==> src/rtl/nco_hrpwm_pkg.sv <==
package nco_hrpwm_pkg;

  // Period counter step: wraps to zero at the end of a period of per clocks.
  function automatic logic [31:0] timer_next(logic [31:0] cnt, logic [31:0] per);
    logic [32:0] bumped;
    bumped = {1'b0, cnt} + 33'd1;
    return (bumped >= {1'b0, per}) ? 32'd0 : bumped[31:0];
  endfunction

  // Phase step: both operands below 2^w, carry lands at bit w of the result.
  function automatic logic [32:0] phase_add(logic [31:0] acc, logic [31:0] inc);
    return {1'b0, acc} + {1'b0, inc};
  endfunction

endpackage

==> src/rtl/hrpwm_period_timer.sv <==
module hrpwm_period_timer
  import nco_hrpwm_pkg::*;
#(
  parameter int PER_W = 8
) (
  input  logic             clk,
  input  logic             rst,
  input  logic [PER_W-1:0] period_i,
  output logic             tick_o
);
  logic [PER_W-1:0] cnt_q;
  logic [31:0]      cnt_nxt;

  assign cnt_nxt = timer_next(32'(cnt_q), 32'(period_i));
  assign tick_o  = (cnt_q == '0);

  always_ff @(posedge clk) begin
    if (rst) cnt_q <= '0;
    else     cnt_q <= cnt_nxt[PER_W-1:0];
  end
endmodule

==> src/rtl/hrpwm_inc_reg.sv <==
module hrpwm_inc_reg #(
  parameter int INC_W = 16
) (
  input  logic             clk,
  input  logic             rst,
  input  logic             wr_i,
  input  logic [INC_W-1:0] data_i,
  input  logic             load_i,
  output logic [INC_W-1:0] inc_o
);
  logic [INC_W-1:0] pend_q;
  logic [INC_W-1:0] act_q;

  always_ff @(posedge clk) begin
    if (rst) begin
      pend_q <= '0;
      act_q  <= '0;
    end else begin
      if (wr_i)   pend_q <= data_i;
      if (load_i) act_q  <= pend_q;
    end
  end

  assign inc_o = act_q;
endmodule

==> src/rtl/hrpwm_gated_acc.sv <==
module hrpwm_gated_acc
  import nco_hrpwm_pkg::*;
#(
  parameter int ACC_W = 20,
  parameter int INC_W = 16
) (
  input  logic             clk,
  input  logic             rst,
  input  logic             set_i,
  input  logic [INC_W-1:0] inc_i,
  output logic             gate_o,
  output logic             ovf_o,
  output logic [ACC_W-1:0] acc_o
);
  logic [ACC_W-1:0] acc_q;
  logic [ACC_W-1:0] inc_ext;
  logic             gate_q;
  logic [32:0]      step;
  logic             carry;

  generate
    if (INC_W == ACC_W) begin : g_same_width
      assign inc_ext = inc_i;
    end else begin : g_zero_ext
      assign inc_ext = {{(ACC_W-INC_W){1'b0}}, inc_i};
    end
  endgenerate

  assign step  = phase_add(32'(acc_q), 32'(inc_ext));
  assign carry = step[ACC_W];
  assign ovf_o = gate_q & carry;

  always_ff @(posedge clk) begin
    if (rst) begin
      acc_q  <= '0;
      gate_q <= 1'b0;
    end else begin
      if (gate_q) acc_q <= step[ACC_W-1:0];
      if (set_i)      gate_q <= 1'b1;
      else if (ovf_o) gate_q <= 1'b0;
    end
  end

  assign gate_o = gate_q;
  assign acc_o  = acc_q;
endmodule

==> src/rtl/nco_hrpwm.sv <==
module nco_hrpwm
  import nco_hrpwm_pkg::*;
#(
  parameter int ACC_W = 20,
  parameter int INC_W = 16,
  parameter int PER_W = 8
) (
  input  logic             clk,
  input  logic             rst,
  input  logic [PER_W-1:0] period_i,
  input  logic             inc_wr_i,
  input  logic [INC_W-1:0] inc_data_i,
  output logic             pwm_o,
  output logic             start_o,
  output logic             sat_o
);
  logic             tick;
  logic             gate;
  logic             ovf;
  logic [INC_W-1:0] inc_act;
  logic [ACC_W-1:0] acc;
  logic             sat_q;

  hrpwm_period_timer #(.PER_W(PER_W)) u_timer (
    .clk      (clk),
    .rst      (rst),
    .period_i (period_i),
    .tick_o   (tick)
  );

  hrpwm_inc_reg #(.INC_W(INC_W)) u_inc (
    .clk    (clk),
    .rst    (rst),
    .wr_i   (inc_wr_i),
    .data_i (inc_data_i),
    .load_i (tick),
    .inc_o  (inc_act)
  );

  hrpwm_gated_acc #(.ACC_W(ACC_W), .INC_W(INC_W)) u_acc (
    .clk    (clk),
    .rst    (rst),
    .set_i  (tick),
    .inc_i  (inc_act),
    .gate_o (gate),
    .ovf_o  (ovf),
    .acc_o  (acc)
  );

  // Saturation: pulse still running when the next period begins.
  always_ff @(posedge clk) begin
    if (rst)       sat_q <= 1'b0;
    else if (tick) sat_q <= gate & ~ovf;
  end

  assign pwm_o   = gate;
  assign start_o = tick & ~rst;
  assign sat_o   = sat_q;
endmodule

==> config.mk <==
export PLATFORM = sky130hd
export DESIGN_NAME = nco_hrpwm
export DESIGN_NICKNAME = d
export VERILOG_FILES = /design/src/rtl/nco_hrpwm_pkg.sv /design/src/rtl/hrpwm_period_timer.sv /design/src/rtl/hrpwm_inc_reg.sv /design/src/rtl/hrpwm_gated_acc.sv /design/src/rtl/nco_hrpwm.sv
export SDC_FILE = /design/constraint.sdc
export NUM_CORES = 1
export LEC_CHECK = 0
export BUFFER_PORTS_ARGS = -buffer_cell sky130_fd_sc_hd__buf_2
export CAP_MARGIN = 20
export CORE_MARGIN = 4
export CORE_UTILIZATION = 45
export DETAILED_ROUTE_END_ITERATION = 8
export PLACE_DENSITY = 0.62
export REMOVE_ABC_BUFFERS = 1
export SKIP_CTS_REPAIR_TIMING = 1
export SYNTH_ARGS = -nofsm -noshare
export SYNTH_HDL_FRONTEND = slang
export SYNTH_SLANG_ARGS = --single-unit
==> constraint.sdc <==
create_clock -name clk -period 4.75 [get_ports clk]
set_clock_uncertainty 0.05 [all_clocks]
set_input_delay 0.95 -clock clk [delete_from_list [all_inputs] [get_ports clk]]
set_output_delay 0.95 -clock clk [all_outputs]
set_load 0.05 [all_outputs]
==> results of run 1 <==
==> sequential cells by signal (all words and copies together) (netlist names) <==
name / cells
sat_o: 1
u_timer.cnt_q: 8
u_acc.gate_o: 1
u_inc.inc_o: 16
u_inc.pend_q: 16
u_acc.acc_o: 20
==> layout by cell type (no fill, tap or decap), drive strengths merged, types with 11 or more instances in the layout <==
cell | netlist | final
mux2i | 37 | 37
clkbuf | 8 | 12
dfxtp | 62 | 62
buf | 7 | 32
a21o | 14 | 14
ha | 26 | 26
a211oi | 13 | 13
o21ai | 11 | 11
inv | 20 | 20
nand2 | 13 | 13
a21oi | 19 | 19
nor2 | 56 | 56
==> through the flow <==
step / util, % / cells
detailed placement: 49.3 / 487
floorplan: - / 356
CTS: 52.3 / 503
finish: 52.3 / 503
global route: 52.3 / 503
global placement: 49.3 / 487
==> routing by layer <==
layer | global-route usage, % | share of wire, %
met1 | 21.4 | 49
met2 | 26.2 | 46
met3 | 4.41 | 3.5
met4 | 5.17 | 1.4
met5 | 0 | 0
==> final timing paths <==
path	end	cells after the start
worst max-delay path	start_o	7
worst min register to register	u_acc.acc_o[7]	2
worst min-delay path	u_acc.acc_o[7]	2
worst max register to register	u_timer.cnt_q[1]	9
==> power groups by stage <==
stage,registers [W],logic (W),clock network (W)
2_1_floorplan,0.000582,0.000119,0
3_3_place_gp,0.000573,0.000183,0
3_5_place_dp,0.000574,0.000186,0
4_1_cts,0.000562,0.000187,0.000521
5_1_grt,0.000565,0.000208,0.000544
6_report,0.000562,0.000185,0.000505
==> final cells by class <==
type,instances,area (um2)
Tap cell,99,124
Fill cell,706,3460
Clock buffer,12,145
Clock inverter,4,70.1
Timing Repair Buffer,32,168
Sequential cell,62,1240
Multi-Input combinational cell,274,1970
Inverter,20,75.1
==> critical path: stages (launching register included) <==
cell and delay [ns]:
dfxtp_1 0.35, inv_1 0.07, ha_1 0.14, nor4b_1 0.22
nand2_1 0.08, buf_4 0.25, nor2_1 0.12, buf_2 0.27
==> kinds of logic (layout without fill, tap and decap cells) <==
family	count (synthesis)	count (layout)	share of synthesized area [%]
AND/OR/NAND/NOR	112	112	15.9
AO/OA/AOI/OAI	85	85	18.1
flip-flops	62	62	37.1
multiplexers	38	38	11.4
buffers and inverters	35	68	4.00
adder cells (fa/ha/maj)	27	27	10.3
XOR/XNOR	12	12	3.14
==> results.json, run 1 <==
{
  "die_w_um": 94.2,
  "grt_antenna_before_repair": 0,
  "wl_per_cell_um": 13.3,
  "cts_max_level": 3,
  "synth_cells": 371,
  "drt_wl_total_um": 6700,
  "synth_top_cell_area_share_pct": 37.1,
  "grt_use_total_pct": 16.4,
  "cts_root_buf": "clkbuf_8",
  "power_frac_comb_pct": 14.8,
  "drc": 0,
  "cts_tree": "built",
  "p_clk_share_pct": 40.3,
  "postPlaceCellArea_um2": 3580,
  "clock_latency_ns": 0.33,
  "hold_violations": 0,
  "grt_pass1_wl_um": 11600,
  "syn_area_per_cell_um2": 9.01,
  "synth_edf_count": 0,
  "stdcell_area_um2": 3790,
  "layout_setup_ws_ns": 1.93,
  "yosys-top-cells-count": "62 x dfxtp_1, 56 x nor2_1, 37 x mux2i_1, 26 x ha_1, 20 x inv_1",
  "post-dp-hpwl_um": 4750,
  "initial_core_util_pct": 46.1,
  "seq_power_share_pct": 44.9,
  "clkSlewWorstSetupHoldPaths_ns": 0.06,
  "cap_viol_max_count": 0,
  "cts_made_buffers": 9,
  "synthFlopType": "dfxtp_1",
  "n_antenna_cell": 0,
  "min_from": "u_acc.acc_o[7]",
  "p_sw_share_pct": 25.6,
  "p_total_w": 0.00125,
  "arrival_ns": 1.82,
  "ir_worst_vdd_v": 0.000150,
  "ant_nets": 0,
  "synthTopCellsByArea": "dfxtp_1 37%, mux2i_1 11%, ha_1 9.7%",
  "grt_max_degree": 52,
  "fin_tns_setup_ns": 0,
  "cp-startpoint": "u_timer.cnt_q[0]",
  "drt_iter0_drc": 108,
  "pre_cts_slack_ns": 2.09,
  "max_freq_ghz": 0.355,
  "p_int_w": 0.000931,
  "grt_pass1_vias": 2562,
  "die_h_um": 94.2,
  "dr_total_vias": 2657,
  "whs_ns": 0.418,
  "switchingPower_w": 0.000321,
  "hp-class": "reg2reg",
  "setup-violations-final": 0,
  "ys_async_sr_fraction_pct": 0,
  "io-pin-count": 30,
  "die_area_um2": 8880,
  "cp_max_fo": 20,
  "critPathKind": "reg2out",
  "status": "finished, final reports clean",
  "relSlewSlack_pct": 59.9,
  "yosysUniqueCellTypes": 55,
  "start_kind": "register",
  "core_area_um2": 7250,
  "power_density_nw_per_um2": 330,
  "drt-pass1-iter-count": 4,
  "p_leak_nw": 1.78,
  "rsz0062_at_grt": "no",
  "synth_most_common_cell": "dfxtp_1",
  "cts_sinks": 62,
  "clockBufferDepth": 2,
  "vias_per_cell": 5.28,
  "syn-cell-area_um2": 3340,
  "syn_to_final_growth_pct": 13.4,
  "synth_top_area_cell": "dfxtp_1",
  "gp_congestion": 0.860,
  "min_period_ns": 2.82,
  "num_rows": 31,
  "grt-ovfl-total": 0,
  "reg2reg_slack_ns": 2.24,
  "finish.net_count": 453,
  "endpoint_kind": "primary output",
  "synth.ff_latch_count": 62,
  "portBuffers": 29,
  "drive_above_1_share_pct": 13.4,
  "finalCritPeriodShare_pct": 59.4,
  "final-max-slew-violation-count": 0,
  "synth_seq_area_share_pct": 37.1,
  "yosys_warnings": 0,
  "worstPathRequired_ns": 3.75,
  "rr_startpoint": "u_timer.cnt_q[0]",
  "worst_pin_slew_ns": 0.598
}
No activity file was read; power rests on OpenSTA's default activity.
==> run 2, diff against run 1 <==
Settings changed: PLACE_DENSITY 0.62 to 0.65.
Clock period 4.75 ns to 2.5 ns, I/O delays scaled along.
==> run 2 against run 1 <==
- sequential power grew 90%
- wire length shrank 3.5%
- register-to-register slack lost 2.1 ns
- core utilization is essentially flat
- clock-buffer cell count grew 2
- combinational power grew 90%
- hold slack lost 0.064 ns
- clock power grew 51%
- power grew 74%
- critical path depth grew 2
- non-clock buffer count grew 3
==> results.json, run 2 (synthesis results as in run 1) <==
{
  "num_rows": 31,
  "hold_violations": 0,
  "finalCritPeriodShare_pct": 95.2,
  "gp_congestion": 0.857,
  "hp-class": "in2reg",
  "initial_core_util_pct": 46.1,
  "cts_tree": "built",
  "wl_per_cell_um": 12.8,
  "relSlewSlack_pct": 63.5,
  "io-pin-count": 30,
  "cts_root_buf": "clkbuf_8",
  "drive_above_1_share_pct": 14.5,
  "drt_iter0_drc": 124,
  "worstPathRequired_ns": 2.65,
  "ir_worst_vdd_v": 0.000230,
  "min_period_ns": 2.38,
  "p_leak_nw": 1.77,
  "gr-usage-met2_pct": 26.7,
  "status": "finished, final reports clean",
  "hold_depth": 3,
  "final_cell_mix": "61 x dfxtp_1, 56 x nor2_1, 37 x mux2i_1",
  "layout_setup_ws_ns": 0.121,
  "cts_sinks": 62,
  "portBuffers": 29,
  "final_common_cell": "dfxtp_1",
  "drt_wl_total_um": 6460,
  "fin_util_pct": 52.3,
  "p_total_w": 0.00218,
  "core_area_um2": 7250,
  "post-dp-hpwl_um": 4580,
  "cp_max_fo": 3,
  "clock_latency_ns": 0.33,
  "arrival_ns": 2.53,
  "n_antenna_cell": 0,
  "globalRouteMet3Util_pct": 3.21,
  "top_usage_layer": "met2",
  "cts_max_level": 3,
  "vias_per_cell": 5.28,
  "power_density_nw_per_um2": 575,
  "die_w_um": 94.2,
  "die_area_um2": 8880,
  "die_h_um": 94.2,
  "grt_use_total_pct": 15.8,
  "endpoint_kind": "register",
  "largest_reg_flops": 20,
  "ant_nets": 0,
  "setup-violations-final": 0,
  "drc": 0,
  "start_kind": "register",
  "max_freq_ghz": 0.420,
  "clockBufferDepth": 2,
  "syn_to_final_growth_pct": 13.4,
  "cap_viol_max_count": 0,
  "cts_made_buffers": 9,
  "grt-ovfl-total": 0,
  "worst_pin_slew_ns": 0.548,
  "drt-pass1-iter-count": 4,
  "clkSlewWorstSetupHoldPaths_ns": 0.07,
  "grt_antenna_before_repair": 0,
  "grt_pass1_wl_um": 11200,
  "n_fill_cell": 724,
  "use_met1_pct": 19.4,
  "grt_pass1_vias": 2537,
  "dr_total_vias": 2665,
  "pre_cts_slack_ns": 0.0821,
  "grt_max_degree": 37,
  "final-max-slew-violation-count": 0,
  "whs_ns": 0.354,
  "critPathKind": "reg2reg",
  "rr_worst_depth": 9,
  "finish.net_count": 456
}
run 2: changes by cell type in the layout (fill, tap and decap cells not counted):
| cell | previous run | this run |
|---|---|---|
| clkbuf_1 | 2 | 3 |
| a221oi_4 | 0 | 1 |
| clkbuf_8 | 10 | 11 |
| a211oi_1 | 13 | 11 |
| clkinv_2 | 2 | 1 |
| dfxtp_1 | 62 | 61 |
| o21ai_2 | 0 | 1 |
| dfxtp_2 | 0 | 1 |
| o21ai_1 | 2 | 1 |
| a221oi_2 | 1 | 0 |
| buf_4 | 3 | 6 |
| a211oi_2 | 0 | 2 |
| bufinv_16 | 2 | 0 |
run 2: final timing paths:
kind | start | to | slack, ns
worst max-delay path | u_inc.inc_o[0] | u_acc.acc_o[12] | 0.12
worst min-delay path | inc_data_i[9] | u_inc.pend_q[9] | 0.35
worst max register to register | u_inc.inc_o[0] | u_acc.acc_o[12] | 0.12
worst min register to register | u_timer.cnt_q[0] | u_timer.cnt_q[0] | 0.41
run 2: layout make-up:
type                       count  area (um2)  share of cell area (%)
clock buffer                  14         163                    4.29
clock inverter                 1        5.00                   0.132
inverter                      20        75.1                    1.98
multi-input combinational    274        1990                    52.6
sequential                    62        1240                    32.8
tap                           99         124                    3.27
timing repair buffer          35         190                    5.01
run 2: report_power, final:
| part | leakage [nW] | internal [W] | switching (W) |
|---|---|---|---|
| Combinational | 1.18 | 0.000146 | 0.000206 |
| Sequential | 0.506 | 0.00104 | 0.0000294 |
| Clock | 0.0865 | 0.000408 | 0.000353 |
run 2: through the flow:
step | instance area, um2 | TNS (ns) | cells
after floorplan | 3290 | -0.211 | 356
final | 3790 | 0 | 505
after detailed placement | 3600 | 0 | 490
after CTS | 3770 | 0 | 505
after global routing | 3790 | -0.0432 | 505
after global placement | 3600 | 0 | 490
run 2: critical path, stage by stage (launching register included):
cell and delay [ns]:
dfxtp_1 0.32, ha_1 0.21, fa_1 0.42, a211oi_2 0.30, o21bai_1 0.14, o41ai_1 0.33, buf_4 0.19, o211ai_1 0.11
nand2_1 0.08, o221ai_1 0.10
run 2: metal layers:
layer  vias to the layer above  routed length (um)
met2                        42                2990
met5                         -                   0
met1                      1223                3180
met4                         0                  95
met3                         9                 190
li1                       1391                   -
==> run 3, diff against run 2 <==
==> constraint.sdc (replaced) <==
create_clock -name clk -period 2.5 [get_ports clk]
set_clock_uncertainty 0.05 [all_clocks]
set_input_delay 0.25 -clock clk [delete_from_list [all_inputs] [get_ports clk]]
set_output_delay 0.25 -clock clk [all_outputs]
set_load 0.05 [all_outputs]
==> run 3 against run 2 <==
- final cell count increased by 0.40%
- core utilization increased by 0.97 points
- global-route usage increased by 0.56 points
- setup slack improved by 0.011 ns
- combinational power grew 3%
- sequential share of layout area down 0.63 points
- non-clock buffer count grew 2
- final area up 1.8%
- power rose by 6.5%
- hold slack got worse by 0.25 ns
- maximum frequency is 0.45% higher
- clock power up 17%
- critical endpoint unchanged
==> results.json, run 3 (synthesis results as in run 1) <==
{
  "finish.net_count": 458,
  "power_density_nw_per_um2": 602,
  "grt_max_degree": 32,
  "largest_reg_flops": 20,
  "holdPathEnd": "u_inc.pend_q[1]",
  "gp_congestion": 0.841,
  "cap_viol_max_count": 0,
  "max_freq_ghz": 0.422,
  "n_antenna_cell": 0,
  "clkSlewWorstSetupHoldPaths_ns": 0.07,
  "critPathKind": "reg2reg",
  "core_area_um2": 7250,
  "arrival_ns": 2.52,
  "cts_max_level": 3,
  "p_leak_nw": 1.80,
  "clock_latency_ns": 0.33,
  "final_common_cell": "dfxtp_1",
  "drt_wl_total_um": 6620,
  "cp_max_fo": 3,
  "ant_nets": 0,
  "setup-violations-final": 0,
  "hold_violations": 0,
  "worstPathRequired_ns": 2.65,
  "ir_worst_vdd_v": 0.000326,
  "cts_sinks": 62,
  "initial_core_util_pct": 46.1,
  "worst_pin_slew_ns": 0.585,
  "post-dp-hpwl_um": 4780,
  "finalCritPeriodShare_pct": 94.7,
  "syn_to_final_growth_pct": 15.5,
  "relSlewSlack_pct": 61.0,
  "grt_pass1_vias": 2644,
  "die_area_um2": 8880,
  "cts_made_buffers": 9,
  "cts_root_buf": "clkbuf_8",
  "wl_per_cell_um": 13.0,
  "rr_startpoint": "u_inc.inc_o[0]",
  "rr_worst_depth": 9,
  "hold_depth": 3,
  "dr_total_vias": 2655,
  "vias_per_cell": 5.24,
  "drt_iter0_drc": 109,
  "drt-pass1-iter-count": 4,
  "die_h_um": 94.2,
  "min_period_ns": 2.37,
  "reg2reg_slack_ns": 0.13,
  "hp-class": "in2reg",
  "final-max-slew-violation-count": 0,
  "drc": 0,
  "io-pin-count": 30,
  "pre_cts_slack_ns": 0.100,
  "final_cell_mix": "62 x dfxtp_1, 56 x nor2_1, 37 x mux2i_1",
  "start_kind": "register",
  "r2r_end": "u_acc.acc_o[12]",
  "grt_use_total_pct": 16.3,
  "drive_above_1_share_pct": 15.9,
  "num_rows": 31,
  "grt_antenna_before_repair": 0,
  "portBuffers": 29,
  "endpoint_kind": "register",
  "grt-ovfl-total": 0,
  "p_total_w": 0.00232,
  "cts_tree": "built",
  "grt_pass1_wl_um": 11600,
  "clockBufferDepth": 2,
  "die_w_um": 94.2,
  "layout_setup_ws_ns": 0.131,
  "min_from": "inc_data_i[1]",
  "status": "finished, final reports clean"
}
==> run 3: stage by stage <==
step | TNS (ns) | cells | area, um2 | hold slack, ns | util (%)
6_report | 0 | 507 | 3860 | 0.103 | 53.3
5_1_grt | -0.0213 | 507 | 3860 | 0.0934 | 53.3
4_1_cts | 0 | 507 | 3820 | 0.0853 | 52.7
3_5_place_dp | 0 | 492 | 3610 | 0.405 | 49.8
3_3_place_gp | 0 | 492 | 3610 | 0.397 | 49.8
2_1_floorplan | -0.0967 | 356 | 3290 | 0.269 | -
==> run 3: final cells by class <==
class / count / area (um2)
Sequential cell: 62 / 1240
Clock buffer: 12 / 165
Tap cell: 99 / 124
Clock inverter: 3 / 42.5
Inverter: 20 / 75.1
Fill cell: 719 / 3390
Multi-Input combinational cell: 274 / 2010
Timing Repair Buffer: 37 / 205
==> run 3: how the worst max path moves through the flow <==
stage	start	to	slack, ns	depth (start not counted)
after CTS	u_inc.inc_o[0]	sat_o	0.03	8
final	u_inc.inc_o[0]	u_acc.acc_o[12]	0.13	9
after floorplan	u_acc.gate_o	u_acc.acc_o[13]	-0.1	4
after global routing	u_inc.inc_o[0]	u_acc.acc_o[12]	-0.02	9
after detailed placement	u_inc.inc_o[0]	sat_o	0.10	8
after global placement	u_inc.inc_o[0]	sat_o	0.11	8
==> run 3: worst max-delay path: stages, from the launching register on <==
cell and delay, ns:
dfxtp_1 0.32, ha_1 0.22, fa_1 0.42, a211oi_2 0.28, o21bai_1 0.15, o41ai_1 0.34, buf_4 0.19, o211ai_1 0.11
nand2_1 0.08, o221ai_1 0.09
==> run 3: report_power, final <==
part           switching, W  internal, W
logic              0.000211     0.000152
registers         0.0000301      0.00104
clock network      0.000359     0.000535
==> run 3: layer usage <==
layer,vias to the layer above,global-route usage [%],part of all wire [%]
met5,-,0,0
met4,0,5.66,0.98
met3,7,4.17,3.1
met2,28,27.5,49
met1,1222,20.1,47
li1,1398,-,-
